`src/rtl/ctr_host_pkg.sv`:
```
package ctr_host_pkg;

  typedef enum logic [1:0] {
    TGT_ACTION = 2'b00,
    TGT_MODE   = 2'b01,
    TGT_IOCTL  = 2'b10,
    TGT_INDEX  = 2'b11
  } target_e;

  typedef struct packed {
    logic ptr_rst;
    logic clr_cnt;
    logic clr_flags;
    logic clr_err;
    logic load;
    logic latch;
    logic psc;
  } action_t;

  localparam int FLAG_BORROW = 0;
  localparam int FLAG_CARRY  = 1;
  localparam int FLAG_ERROR  = 4;
  localparam int FLAG_UP     = 5;

endpackage

```
`src/rtl/ctr_cmd_decode.sv`:
```
module ctr_cmd_decode
  import ctr_host_pkg::*;
(
  input  logic       cmd_valid,
  input  logic [6:0] cmd,
  output action_t    act,
  output logic       we_mode,
  output logic       we_ioctl,
  output logic       we_index
);
  target_e tgt;
  logic    is_act;

  always_comb begin
    tgt      = target_e'(cmd[6:5]);
    is_act   = cmd_valid && (tgt == TGT_ACTION);
    we_mode  = cmd_valid && (tgt == TGT_MODE);
    we_ioctl = cmd_valid && (tgt == TGT_IOCTL);
    we_index = cmd_valid && (tgt == TGT_INDEX);

    act           = '0;
    act.ptr_rst   = is_act && cmd[0];
    act.clr_cnt   = is_act && (cmd[2:1] == 2'b01);
    act.clr_flags = is_act && (cmd[2:1] == 2'b10);
    act.clr_err   = is_act && (cmd[2:1] == 2'b11);
    act.load      = is_act && (cmd[4:3] == 2'b01);
    act.latch     = is_act && (cmd[4:3] == 2'b10);
    act.psc       = is_act && (cmd[4:3] == 2'b11);
  end
endmodule

```
`src/rtl/ctr_byte_ptr.sv`:
```
module ctr_byte_ptr #(
  parameter int LANES = 3,
  localparam int PTR_W = (LANES > 1) ? $clog2(LANES) : 1
) (
  input  logic             clk,
  input  logic             rst,
  input  logic             advance,
  input  logic             clear,
  output logic [PTR_W-1:0] ptr
);
  localparam logic [PTR_W-1:0] LAST = PTR_W'(LANES - 1);

  always_ff @(posedge clk) begin
    if (rst || clear)      ptr <= '0;
    else if (advance)      ptr <= (ptr == LAST) ? '0 : ptr + 1'b1;
  end

  assert_ptr_range_R5: assert property (@(posedge clk) disable iff (rst)
    ptr <= LAST);

  assert_ptr_wrap_R5: assert property (@(posedge clk) disable iff (rst)
    (advance && !clear && ptr == LAST) |=> ptr == '0);
endmodule

```
`src/rtl/ctr_cfg_reg.sv`:
```
module ctr_cfg_reg #(
  parameter int W = 2
) (
  input  logic         clk,
  input  logic         rst,
  input  logic         we,
  input  logic [W-1:0] din,
  output logic [W-1:0] q
);
  always_ff @(posedge clk) begin
    if (rst)     q <= '0;
    else if (we) q <= din;
  end

  assert_cfg_hold_R12: assert property (@(posedge clk) disable iff (rst)
    !we |=> $stable(q));
endmodule

```
`src/rtl/ctr_host_regs.sv`:
```
module ctr_host_regs
  import ctr_host_pkg::*;
#(
  parameter int BYTE_W = 8,
  parameter int LANES  = 3,
  localparam int CNT_W = BYTE_W * LANES,
  localparam int PTR_W = (LANES > 1) ? $clog2(LANES) : 1
) (
  input  logic              clk,
  input  logic              rst,
  input  logic              data_wr,
  input  logic              data_rd,
  input  logic              ctrl_wr,
  input  logic [7:0]        wdata,
  output logic [BYTE_W-1:0] rdata,
  output logic [7:0]        flag_byte,
  input  logic [CNT_W-1:0]  core_count,
  input  logic              core_borrow,
  input  logic              core_carry,
  input  logic              core_err,
  input  logic              core_up,
  output logic [CNT_W-1:0]  preset_val,
  output logic              cnt_load,
  output logic              cnt_clear,
  output logic              flags_clear,
  output logic              err_clear,
  output logic [BYTE_W-1:0] prescaler,
  output logic [1:0]        count_mode,
  output logic [1:0]        quad_mode,
  output logic              ab_enable,
  output logic              idx_load_n,
  output logic              idx_sync,
  output logic              idx_positive
);
  action_t          act;
  logic             we_mode, we_ioctl, we_index;
  logic [PTR_W-1:0] ptr;
  logic [3:0]       mode_q;
  logic [1:0]       io_q, idx_q;
  logic [CNT_W-1:0] latch_vec;
  logic             unused_top_bit;

  assign unused_top_bit = wdata[7];

  ctr_cmd_decode u_dec (
    .cmd_valid (ctrl_wr),
    .cmd       (wdata[6:0]),
    .act       (act),
    .we_mode   (we_mode),
    .we_ioctl  (we_ioctl),
    .we_index  (we_index)
  );

  ctr_byte_ptr #(.LANES(LANES)) u_ptr (
    .clk     (clk),
    .rst     (rst),
    .advance (data_wr || data_rd),
    .clear   (act.ptr_rst),
    .ptr     (ptr)
  );

  ctr_cfg_reg #(.W(4)) u_mode (
    .clk (clk), .rst (rst), .we (we_mode), .din (wdata[4:1]), .q (mode_q)
  );
  ctr_cfg_reg #(.W(2)) u_ioctl (
    .clk (clk), .rst (rst), .we (we_ioctl), .din (wdata[1:0]), .q (io_q)
  );
  ctr_cfg_reg #(.W(2)) u_index (
    .clk (clk), .rst (rst), .we (we_index), .din (wdata[1:0]), .q (idx_q)
  );

  assign count_mode   = mode_q[1:0];
  assign quad_mode    = mode_q[3:2];
  assign ab_enable    = io_q[0];
  assign idx_load_n   = io_q[1];
  assign idx_sync     = idx_q[0];
  assign idx_positive = idx_q[1];

  // Per-lane preset and output latch storage
  for (genvar g = 0; g < LANES; g++) begin : g_lane
    logic [BYTE_W-1:0] pre_q, lat_q;

    always_ff @(posedge clk) begin
      if (rst) pre_q <= '0;
      else if (data_wr && ptr == PTR_W'(g)) pre_q <= wdata[BYTE_W-1:0];
    end

    always_ff @(posedge clk) begin
      if (rst) lat_q <= '0;
      else if (act.latch) lat_q <= core_count[g*BYTE_W +: BYTE_W];
    end

    assign preset_val[g*BYTE_W +: BYTE_W] = pre_q;
    assign latch_vec[g*BYTE_W +: BYTE_W]  = lat_q;
  end

  always_ff @(posedge clk) begin
    if (rst) begin
      rdata       <= '0;
      prescaler   <= '0;
      flag_byte   <= '0;
      cnt_load    <= 1'b0;
      cnt_clear   <= 1'b0;
      flags_clear <= 1'b0;
      err_clear   <= 1'b0;
    end else begin
      if (data_rd)  rdata     <= latch_vec[ptr*BYTE_W +: BYTE_W];
      if (act.psc)  prescaler <= preset_val[BYTE_W-1:0];
      flag_byte              <= '0;
      flag_byte[FLAG_BORROW] <= core_borrow;
      flag_byte[FLAG_CARRY]  <= core_carry;
      flag_byte[FLAG_ERROR]  <= core_err;
      flag_byte[FLAG_UP]     <= core_up;
      cnt_load    <= act.load;
      cnt_clear   <= act.clr_cnt;
      flags_clear <= act.clr_flags;
      err_clear   <= act.clr_err;
    end
  end

  assert_ptr_reset_R7: assert property (@(posedge clk) disable iff (rst)
    (ctrl_wr && wdata[6:5] == 2'b00 && wdata[0]) |=> ptr == '0);

  assert_psc_copy_R9: assert property (@(posedge clk) disable iff (rst)
    (ctrl_wr && wdata[6:5] == 2'b00 && wdata[4:3] == 2'b11)
      |=> prescaler == $past(preset_val[BYTE_W-1:0]));

  assert_latch_capture_R9: assert property (@(posedge clk) disable iff (rst)
    (ctrl_wr && wdata[6:5] == 2'b00 && wdata[4:3] == 2'b10)
      |=> latch_vec == $past(core_count));

  assert_load_cause_R9: assert property (@(posedge clk) disable iff (rst)
    cnt_load |-> $past(ctrl_wr));

  assert_strobe_excl_R8: assert property (@(posedge clk) disable iff (rst)
    $onehot0({cnt_clear, flags_clear, err_clear}));
endmodule

```
`config.mk`:
```
export PLATFORM = sky130hd
export DESIGN_NAME = ctr_host_regs
export DESIGN_NICKNAME = d
export VERILOG_FILES = /design/src/rtl/ctr_host_pkg.sv /design/src/rtl/ctr_cmd_decode.sv /design/src/rtl/ctr_byte_ptr.sv /design/src/rtl/ctr_cfg_reg.sv /design/src/rtl/ctr_host_regs.sv
export SDC_FILE = /design/constraint.sdc
export NUM_CORES = 1
export LEC_CHECK = 0
export BUFFER_PORTS_ARGS = -buffer_cell sky130_fd_sc_hd__buf_2
export CAP_MARGIN = 10
export CORE_ASPECT_RATIO = 0.5
export CORE_MARGIN = 2
export CORE_UTILIZATION = 40
export DETAILED_ROUTE_END_ITERATION = 12
export GPL_TIMING_DRIVEN = 0
export SETUP_SLACK_MARGIN = 0.4
export SYNTH_ARGS = -nofsm -noshare
export SYNTH_HDL_FRONTEND = slang
export SYNTH_SLANG_ARGS = --single-unit
```
`constraint.sdc`:
```
create_clock -name clk -period 3.25 [get_ports clk]
set_clock_uncertainty 0.15 [all_clocks]
set_input_delay 0.65 -clock clk [delete_from_list [all_inputs] [get_ports clk]]
set_output_delay 0.65 -clock clk [all_outputs]
set_load 0.01 [all_outputs]
```
==> results of run 1 <==
## layout make-up
| type | instances | area share |
|---|---|---|
| multi-input cells | 231 | 0.3748 |
| clock buffers | 9 | 0.05095 |
| plain buffers | 31 | 0.04840 |
| flip-flops and latches | 82 | 0.3714 |
| well taps | 117 | 0.03312 |
| repair buffers | 91 | 0.1030 |
| clock inverters | 7 | 0.01840 |
## report_power, final
group	switching, W	total (W)	leakage, nW	internal (W)
combinational	0.000126	0.000242	1.18	0.000116
sequential	0.0000191	0.00106	0.667	0.00104
clock	0.000424	0.00103	0.147	0.000607
## state kept, by name, indices dropped and copies added, names as in the netlist
register      count
err_clear         1
g_lane.lat_q     24
g_lane.pre_q     24
u_ioctl.q         2
u_mode.q          4
cnt_clear         1
flags_clear       1
prescaler         8
u_index.q         2
flag_byte         4
u_ptr.ptr         2
rdata             8
cnt_load          1
## worst paths after layout
kind,to,slack (ns),cells after the start
worst max-delay path,preset_val[7],1.52,1
worst min-delay path,g_lane[0].lat_q[5],0.32,2
worst max register to register,rdata[6],1.72,5
worst min register to register,g_lane[0].lat_q[5],0.32,2
## worst min-delay path: stages (launching register included)
cell	delay, ns
dfxtp_1	0.31
nand2b_1	0.06
mux2i_1	0.05
## kinds of logic (layout without fill, tap and decap cells)
family	Yosys count	count (layout)
buf+inv	31	138
other cells	1	4
simple gates	143	143
flops	82	82
mux	74	74
compound gates	10	10
## cell usage in the layout, fill, tap and decap left out, drive strengths merged, types with 3 or more instances in the layout
master | Yosys | final
mux2i | 74 | 74
clkbuf | 10 | 19
inv | 0 | 4
nor2 | 43 | 43
nor4b | 3 | 3
a311oi | 9 | 9
nand3b | 4 | 4
buf | 21 | 112
dfxtp | 82 | 82
conb | 1 | 4
nor2b | 6 | 6
nand2 | 9 | 9
or2 | 7 | 7
nand2b | 64 | 64
## metrics by stage
| stage | instances | hold slack [ns] |
|---|---|---|
| floorplan | 344 | 0.2980 |
| global route | 568 | 0.3392 |
| detailed placement | 552 | 0.3129 |
| global placement | 552 | 0.3089 |
| finish | 568 | 0.3226 |
| CTS | 568 | 0.3236 |
## layer usage
| layer | global-route usage | vias to the layer above | share of wire |
|---|---|---|---|
| met1 | 0.2258 | 1169 | 0.50 |
| met4 | 0.04514 | 0 | 0.0069 |
| met3 | 0.06463 | 6 | 0.051 |
| met5 | 0 | - | 0 |
| met2 | 0.2652 | 51 | 0.44 |
| li1 | - | 1345 | - |
==> flow_summary.toml, run 1 <==
[sta]
fmax_mhz = 579.0
fin_crit_sh = 0.5315
rsz0062_at_grt = "false"
fin_ws_ns = 1.523
fin_crit_ns = 1.727
hold_violations = 0
setup_viol = 0
setup-tns-final_ns = 0
drv_slew = 0

[worst_setup_path]
crit_family = "flip-flops"
cp_slowest_stage_delay_ns = 0.42
reg2reg_from = "u_ptr.ptr[0]"
crit_path_start_kind = "register"
worst_ep_arrival_time_ns = 0.93
worstSetupPathType = "register to primary output"
cp-startpoint = "g_lane[0].pre_q[7]"
cp_slowest_cell = "dfxtp_1"
end_kind = "primary output"
path_buf_inv = 1
cp.required_ns = 2.45
critPathMaxFanout = 3
crit_chain = "buf_2"

[placed_design]
place_worst_setup_slack_ns = 1.237
dp_hpwl_um = 5637
place_area_um2 = 4114
place_congestion = 0.7212
io_buffers = 91

[grt]
grt_max_degree = 17
grt_overflow = 0
grt_first_pass_wirelength_um = 12600
grt_usage = 0.1716
grt_pass1_vias = 2548
antenna_found_initial = 0

[min_path]
min_path_type = "register to register"
hp-start = "g_lane[0].lat_q[5]"

[route]
wire_per_inst_um = 13.50
routed_wl_um = 7668
drc = 0
first_iter_violations = 85
ant_nets = 0
vias = 2571
via_per_inst = 4.526
firstDrtPassIters = 4

[power]
ir_drop_mv = 0.2656
power_w = 0.002330
p_per_area_nw_per_um2 = 527.1
p_leak_nw = 1.995

[synth]
synth-xor-area-share = 0
synth_adder_area_share = 0
yosys.area.top_type_share = 0.4689
synthTopCellsByArea = "dfxtp_1 (47%), mux2i_1 (21%), nand2b_1 (11%)"
yosysTopAreaCell = "dfxtp_1"
ys_seq_area_frac = 0.4689
ys_top_cells_by_count = "dfxtp_1 (82), mux2i_1 (74), nand2b_1 (64), nor2_1 (42), clkbuf_1 (10)"
ys_async_sr_fraction = 0
synth.area.mux_share = 0.2116
syn_avg_cell_area_um2 = 10.27
synth-main-ff-cell = "dfxtp_1"
synth_seq_cells = 82
ys_warn_count = 0
yosysMostFrequentCell = "dfxtp_1"
synthCells = 341
synth_cell_types = 29
synth_compound_area_frac = 0.02752
synth_top_family_by_area = "simple AND/OR/NAND/NOR gates"
synthSimpleGateAreaFrac = 0.2298
synth_edf_count = 0
synth_area_um2 = 3501

[clock_tree]
numCtsBuffers = 9
clock_latency_ns = 0.34
hold_buffers = 0
post_cts_buffers = 0
htree_levels = 3
clock_sinks = 82
cts.reportedPaths.clkPinSlew_ns = 0.07
clk_path_buf_depth = 2
root_buffer = "clkbuf_16"
cts_tree = "built"
cts_resized = 0

[cells_and_area]
fin_nets = 487
area_delta_synth_final_pct = 26.27
ff_latch_area_um2 = 1642
fillers = 842
final_util = 0.5147
multiInputGateArea_um2 = 1657
drive_above_1_share = 0.3104
final_area_um2 = 4420
n_antenna_cell = 0

[floorplanning]
rows = 24
die_w_um = 136.3
fp.dieH_um = 70.15
initial_core_util = 0.4076
dieArea_um2 = 9562
io_pins = 101
fp.coreArea_um2 = 8588

[flow_run]
maxCapViolCount = 0

[outcome]
status = "completed"
Power figures use the tool's default switching activity.
==> run 2, diff against run 1 <==
--- a/config.mk
+++ b/config.mk
@@ -12,6 +12,7 @@
 export CORE_UTILIZATION = 40
 export DETAILED_ROUTE_END_ITERATION = 12
 export GPL_TIMING_DRIVEN = 0
+export PLACE_DENSITY = 0.67
 export SETUP_SLACK_MARGIN = 0.4
 export SYNTH_ARGS = -nofsm -noshare
 export SYNTH_HDL_FRONTEND = slang
==> constraint.sdc (replaced) <==
create_clock -name clk -period 1.56 [get_ports clk]
set_clock_uncertainty 0.15 [all_clocks]
set_input_delay 0.312 -clock clk [delete_from_list [all_inputs] [get_ports clk]]
set_output_delay 0.312 -clock clk [all_outputs]
set_load 0.01 [all_outputs]
==> flow_summary.toml, run 2 (synthesized netlist as in run 1, its figures left out) <==
[cells_and_area]
fillers = 734
multiInputGateArea_um2 = 1734
n_antenna_cell = 0
fin_nets = 509
largest_registers = "g_lane.lat_q x24, g_lane.pre_q x24"
final_common_cell = "mux2i_1"
area_delta_synth_final_pct = 48.32
finalNonFillerCells = 590
ff_latch_area_um2 = 1705
drive_above_1_share = 0.4736
final_cell_mix = "mux2i_1 (73), nand2b_1 (64), buf_6 (54)"

[sta]
hold_violations = 0
fin_crit_sh = 0.9415
whs_ns = 0.01712
slew_headroom = 0.5650
fmax_mhz = 680.9
fin_crit_ns = 1.469
setup_viol = 0
rsz0062_at_grt = "true"
tightest_slew_ns = 0.6525
drv_slew = 0

[placed_design]
place_congestion = 0.7594
dp_hpwl_um = 5773
io_buffers = 91
dp_cells = 552

[route]
via_per_inst = 4.661
drc = 0
wire_per_inst_um = 14.42
vias = 2750
ant_nets = 0
routed_wl_um = 8507
first_iter_violations = 113
firstDrtPassIters = 4

[clock_tree]
numCtsBuffers = 9
clock_sinks = 82
cts_tree = "built"
hold_buffers = 0
clk_path_buf_depth = 2
clock_latency_ns = 0.34
cts.reportedPaths.clkPinSlew_ns = 0.06
htree_levels = 3
root_buffer = "clkbuf_16"

[outcome]
status = "completed"

[worst_setup_path]
worst_ep_arrival_time_ns = 1.55
path_buf_inv = 3
cp_slowest_cell = "dfxtp_2"
crit_chain = "buf_8 -> buf_8 -> nor3b_4 -> buf_6 -> mux2i_2 -> nor2_1"
crit_top_cell = "buf_8"
cp_slowest_stage_delay_ns = 0.33
cp.required_ns = 1.64
worstSetupPathType = "register to register"
crit_family = "buffers and inverters"
end_kind = "register"
critPathMaxFanout = 8
crit_path_start_kind = "register"

[grt]
grt_overflow = 0
grt_pass1_vias = 2661
grt_first_pass_wirelength_um = 13430
grt_max_degree = 15
antenna_found_initial = 0
grt_usage = 0.1848

[floorplanning]
initial_core_util = 0.4076
fp.coreArea_um2 = 8588
die_w_um = 136.3
io_pins = 101
dieArea_um2 = 9562
fp.dieH_um = 70.15
rows = 24

[power]
p_per_area_nw_per_um2 = 1007
p_leak_nw = 2.254
ir_drop_mv = 0.6185

[min_path]
min_path_type = "input pin to register"

[flow_run]
maxCapViolCount = 0
-- run 2: cell count changes in the layout (fill, tap and decap cells not counted), sizes merged --
cell	change
buf	+20
bufinv	+1
clkbuf	+4
clkinv	+1
clkinvlp	-1
inv	-3
-- run 2: layout make-up --
class,count,share of cell area
sequential,82,0.3284
timing repair buffer,113,0.1945
buffer,31,0.05157
tap,117,0.02819
clock buffer,11,0.04675
multi-input combinational,231,0.3340
clock inverter,5,0.01663
-- run 2: metal layers --
metal,vias up,GRT usage,part of all wire
met5,-,0,0
met4,0,0.06366,0.013
met3,9,0.05592,0.045
met2,54,0.3049,0.49
met1,1299,0.2304,0.46
li1,1388,-,-
-- run 2: worst paths after layout --
| kind | start | end | slack [ns] | cells after the start |
|---|---|---|---|---|
| worst max-delay path | u_ptr.ptr[0] | g_lane[0].pre_q[0] | 0.09 | 6 |
| worst min-delay path | wdata[5] | cnt_clear | 0.02 | 2 |
| worst max register to register | u_ptr.ptr[0] | g_lane[0].pre_q[0] | 0.09 | 6 |
| worst min register to register | g_lane[1].lat_q[1] | g_lane[1].lat_q[1] | 0.32 | 2 |
-- run 2: repair_timing --
action                                 4_1_cts  5_1_grt
resized for setup                           97       19
pin swaps                                   13        8
cloned                                       1        2
setup endpoints to repair                  110      111
endpoints found under the hold margin        0        0
buffers inserted                            12        7
-- run 2: stage by stage --
step | setup WS, ns | instance area, µm² | util | power (W) | TNS [ns]
2_1_floorplan | 0.1835 | 3587 | - | 0.002595 | 0
3_5_place_dp | -0.009782 | 4189 | 0.4878 | 0.002783 | -0.05851
5_1_grt | 0.03177 | 5192 | 0.6046 | 0.005428 | 0
6_report | 0.09126 | 5192 | 0.6046 | 0.005231 | 0
4_1_cts | 0.1085 | 5022 | 0.5848 | 0.005238 | 0
3_3_place_gp | -0.006045 | 4189 | 0.4878 | 0.002776 | -0.007323
-- run 2: worst reg2reg max path, cell delays in order (launching register included) --
cell	delay, ns
dfxtp_2	0.33
buf_8	0.12
buf_8	0.13
nor3b_4	0.18
buf_6	0.18
mux2i_2	0.21
nor2_1	0.06
-- run 2: power breakdown --
group / leakage [nW] / internal, W / switching (W)
logic: 1.40 / 0.000389 / 0.000299
clock network: 0.160 / 0.00146 / 0.000860
registers: 0.689 / 0.00217 / 0.0000521
==> run 3, diff against run 2 <==
--- a/config.mk
+++ b/config.mk
@@ -10,6 +10,7 @@
 export CORE_ASPECT_RATIO = 0.5
 export CORE_MARGIN = 2
 export CORE_UTILIZATION = 40
+export CTS_BUF_LIST = sky130_fd_sc_hd__clkbuf_8
 export DETAILED_ROUTE_END_ITERATION = 12
 export GPL_TIMING_DRIVEN = 0
 export PLACE_DENSITY = 0.67
==> flow_summary.toml, run 3 (synthesized netlist as in run 1, its figures left out) <==
[outcome]
status = "completed"

[cells_and_area]
final_area_um2 = 5096
multiInputGateArea_um2 = 1735
final_cell_mix = "mux2i_1 (73), nand2b_1 (64), buf_6 (55)"
finalNonFillerCells = 590
fin_nets = 509
fillers = 756
largest_registers = "g_lane.lat_q x24, g_lane.pre_q x24"
final_common_cell = "mux2i_1"
drive_above_1_share = 0.4672
n_antenna_cell = 0
ff_latch_area_um2 = 1705
area_delta_synth_final_pct = 45.57
final_util = 0.5934

[floorplanning]
initial_core_util = 0.4076
fp.dieH_um = 70.15
rows = 24
dieArea_um2 = 9562
fp.coreArea_um2 = 8588
die_w_um = 136.3
io_pins = 101

[sta]
tightest_slew_ns = 0.6958
rsz0062_at_grt = "true"
fmax_mhz = 678.4
drv_slew = 0
fin_crit_sh = 0.9449
hold_violations = 0
setup_viol = 0
slew_headroom = 0.5361
fin_crit_ns = 1.474

[power]
p_leak_nw = 2.214
ir_drop_mv = 0.4602
p_per_area_nw_per_um2 = 911.8
power_w = 0.004647

[clock_tree]
numCtsBuffers = 9
clk_path_buf_depth = 2
clock_latency_ns = 0.37
cts_tree = "built"
root_buffer = "clkbuf_8"
cts.reportedPaths.clkPinSlew_ns = 0.09
clock_sinks = 82
htree_levels = 3

[min_path]
min_path_type = "input pin to register"
hold-path-cell-count = 2
hp-start = "core_err"
hold-path-endpoint = "flag_byte[4]"

[placed_design]
dp_hpwl_um = 5773
place_congestion = 0.7594
io_buffers = 91
dp_cells = 552
place_area_um2 = 4189

[route]
first_iter_violations = 116
routed_wl_um = 8568
wire_per_inst_um = 14.52
drc = 0
ant_nets = 0
vias = 2747
firstDrtPassIters = 4
via_per_inst = 4.656

[grt]
grt_usage = 0.1851
grt_max_degree = 15
grt_overflow = 0
grt_first_pass_wirelength_um = 13520
grt_pass1_vias = 2688
antenna_found_initial = 0

[worst_setup_path]
reg2regPathDepth = 6
worstSetupPathType = "register to register"
critPathMaxFanout = 8
path_buf_inv = 3
rr_endpoint = "g_lane[0].pre_q[0]"
crit_top_cell = "buf_8"
worst_ep_arrival_time_ns = 1.59
cp.required_ns = 1.67
cp_slowest_cell = "dfxtp_2"
cp_slowest_stage_delay_ns = 0.34
crit_chain = "buf_8 -> buf_8 -> nor3b_4 -> buf_6 -> mux2i_2 -> nor2_1"
reg2reg_from = "u_ptr.ptr[0]"
crit_family = "buffers and inverters"
crit_path_start_kind = "register"
end_kind = "register"
ff2ff_setup_slack_ns = 0.09

[flow_run]
maxCapViolCount = 0
==> run 3: worst max path at each step <==
stage,start,to,slack (ns),depth (start not counted)
2_1_floorplan,wdata[5],g_lane[0].lat_q[0],0.18,6
3_3_place_gp,wdata[6],g_lane[2].lat_q[4],-0.006,6
5_1_grt,u_ptr.ptr[0],g_lane[0].pre_q[0],0.03,6
6_report,u_ptr.ptr[0],g_lane[0].pre_q[0],0.09,6
4_1_cts,u_ptr.ptr[0],g_lane[0].pre_q[0],0.10,6
3_5_place_dp,wdata[6],g_lane[0].lat_q[7],-0.01,6
==> run 3: power breakdown <==
group	switching, W	total (W)	internal [W]	leakage (nW)
registers	0.0000524	0.00222	0.00217	0.689
logic	0.000299	0.000684	0.000385	1.41
clock network	0.000789	0.00174	0.000950	0.118
==> run 3: layer usage <==
metal / vias up / global-route usage / wire, µm
li1: 1388 / - / -
met1: 1301 / 0.2339 / 3922
met2: 51 / 0.3021 / 4178
met3: 7 / 0.05882 / 366
met4: 0 / 0.05787 / 101
met5: - / 0 / 0
==> run 3: worst reg2reg max path, cell delays in order, from the launching register on <==
cell and delay [ns]:
dfxtp_2 0.34, buf_8 0.12, buf_8 0.13, nor3b_4 0.18
buf_6 0.18, mux2i_2 0.21, nor2_1 0.06
==> run 3: final cells by class <==
class,instances,area share
clock inverters,6,0.01768
repair buffers,113,0.1989
flip-flops and latches,82,0.3346
plain buffers,31,0.05254
well taps,117,0.02873
clock buffers,10,0.02701
multi-input cells,231,0.3405
==> run 3: timing repair <==
action,4_1_cts,5_1_grt
endpoints found under the hold margin,5,0
setup buffers,11,4
gates resized for setup,96,19
pin swaps,12,8
hold buffers,4,0
cloned,1,2
endpoints found under the setup margin,110,112
==> run 3: through the flow <==
| step | hold WS [ns] | setup TNS (ns) | setup WS (ns) |
|---|---|---|---|
| after floorplan | 0.2334 | 0 | 0.1835 |
| after global placement | 0.3083 | -0.007323 | -0.006045 |
| after detailed placement | 0.3132 | -0.05851 | -0.009782 |
| after CTS | 0.001314 | 0 | 0.1048 |
| after global routing | 0.0004713 | 0 | 0.02559 |
| final | 0.01090 | 0 | 0.08598 |
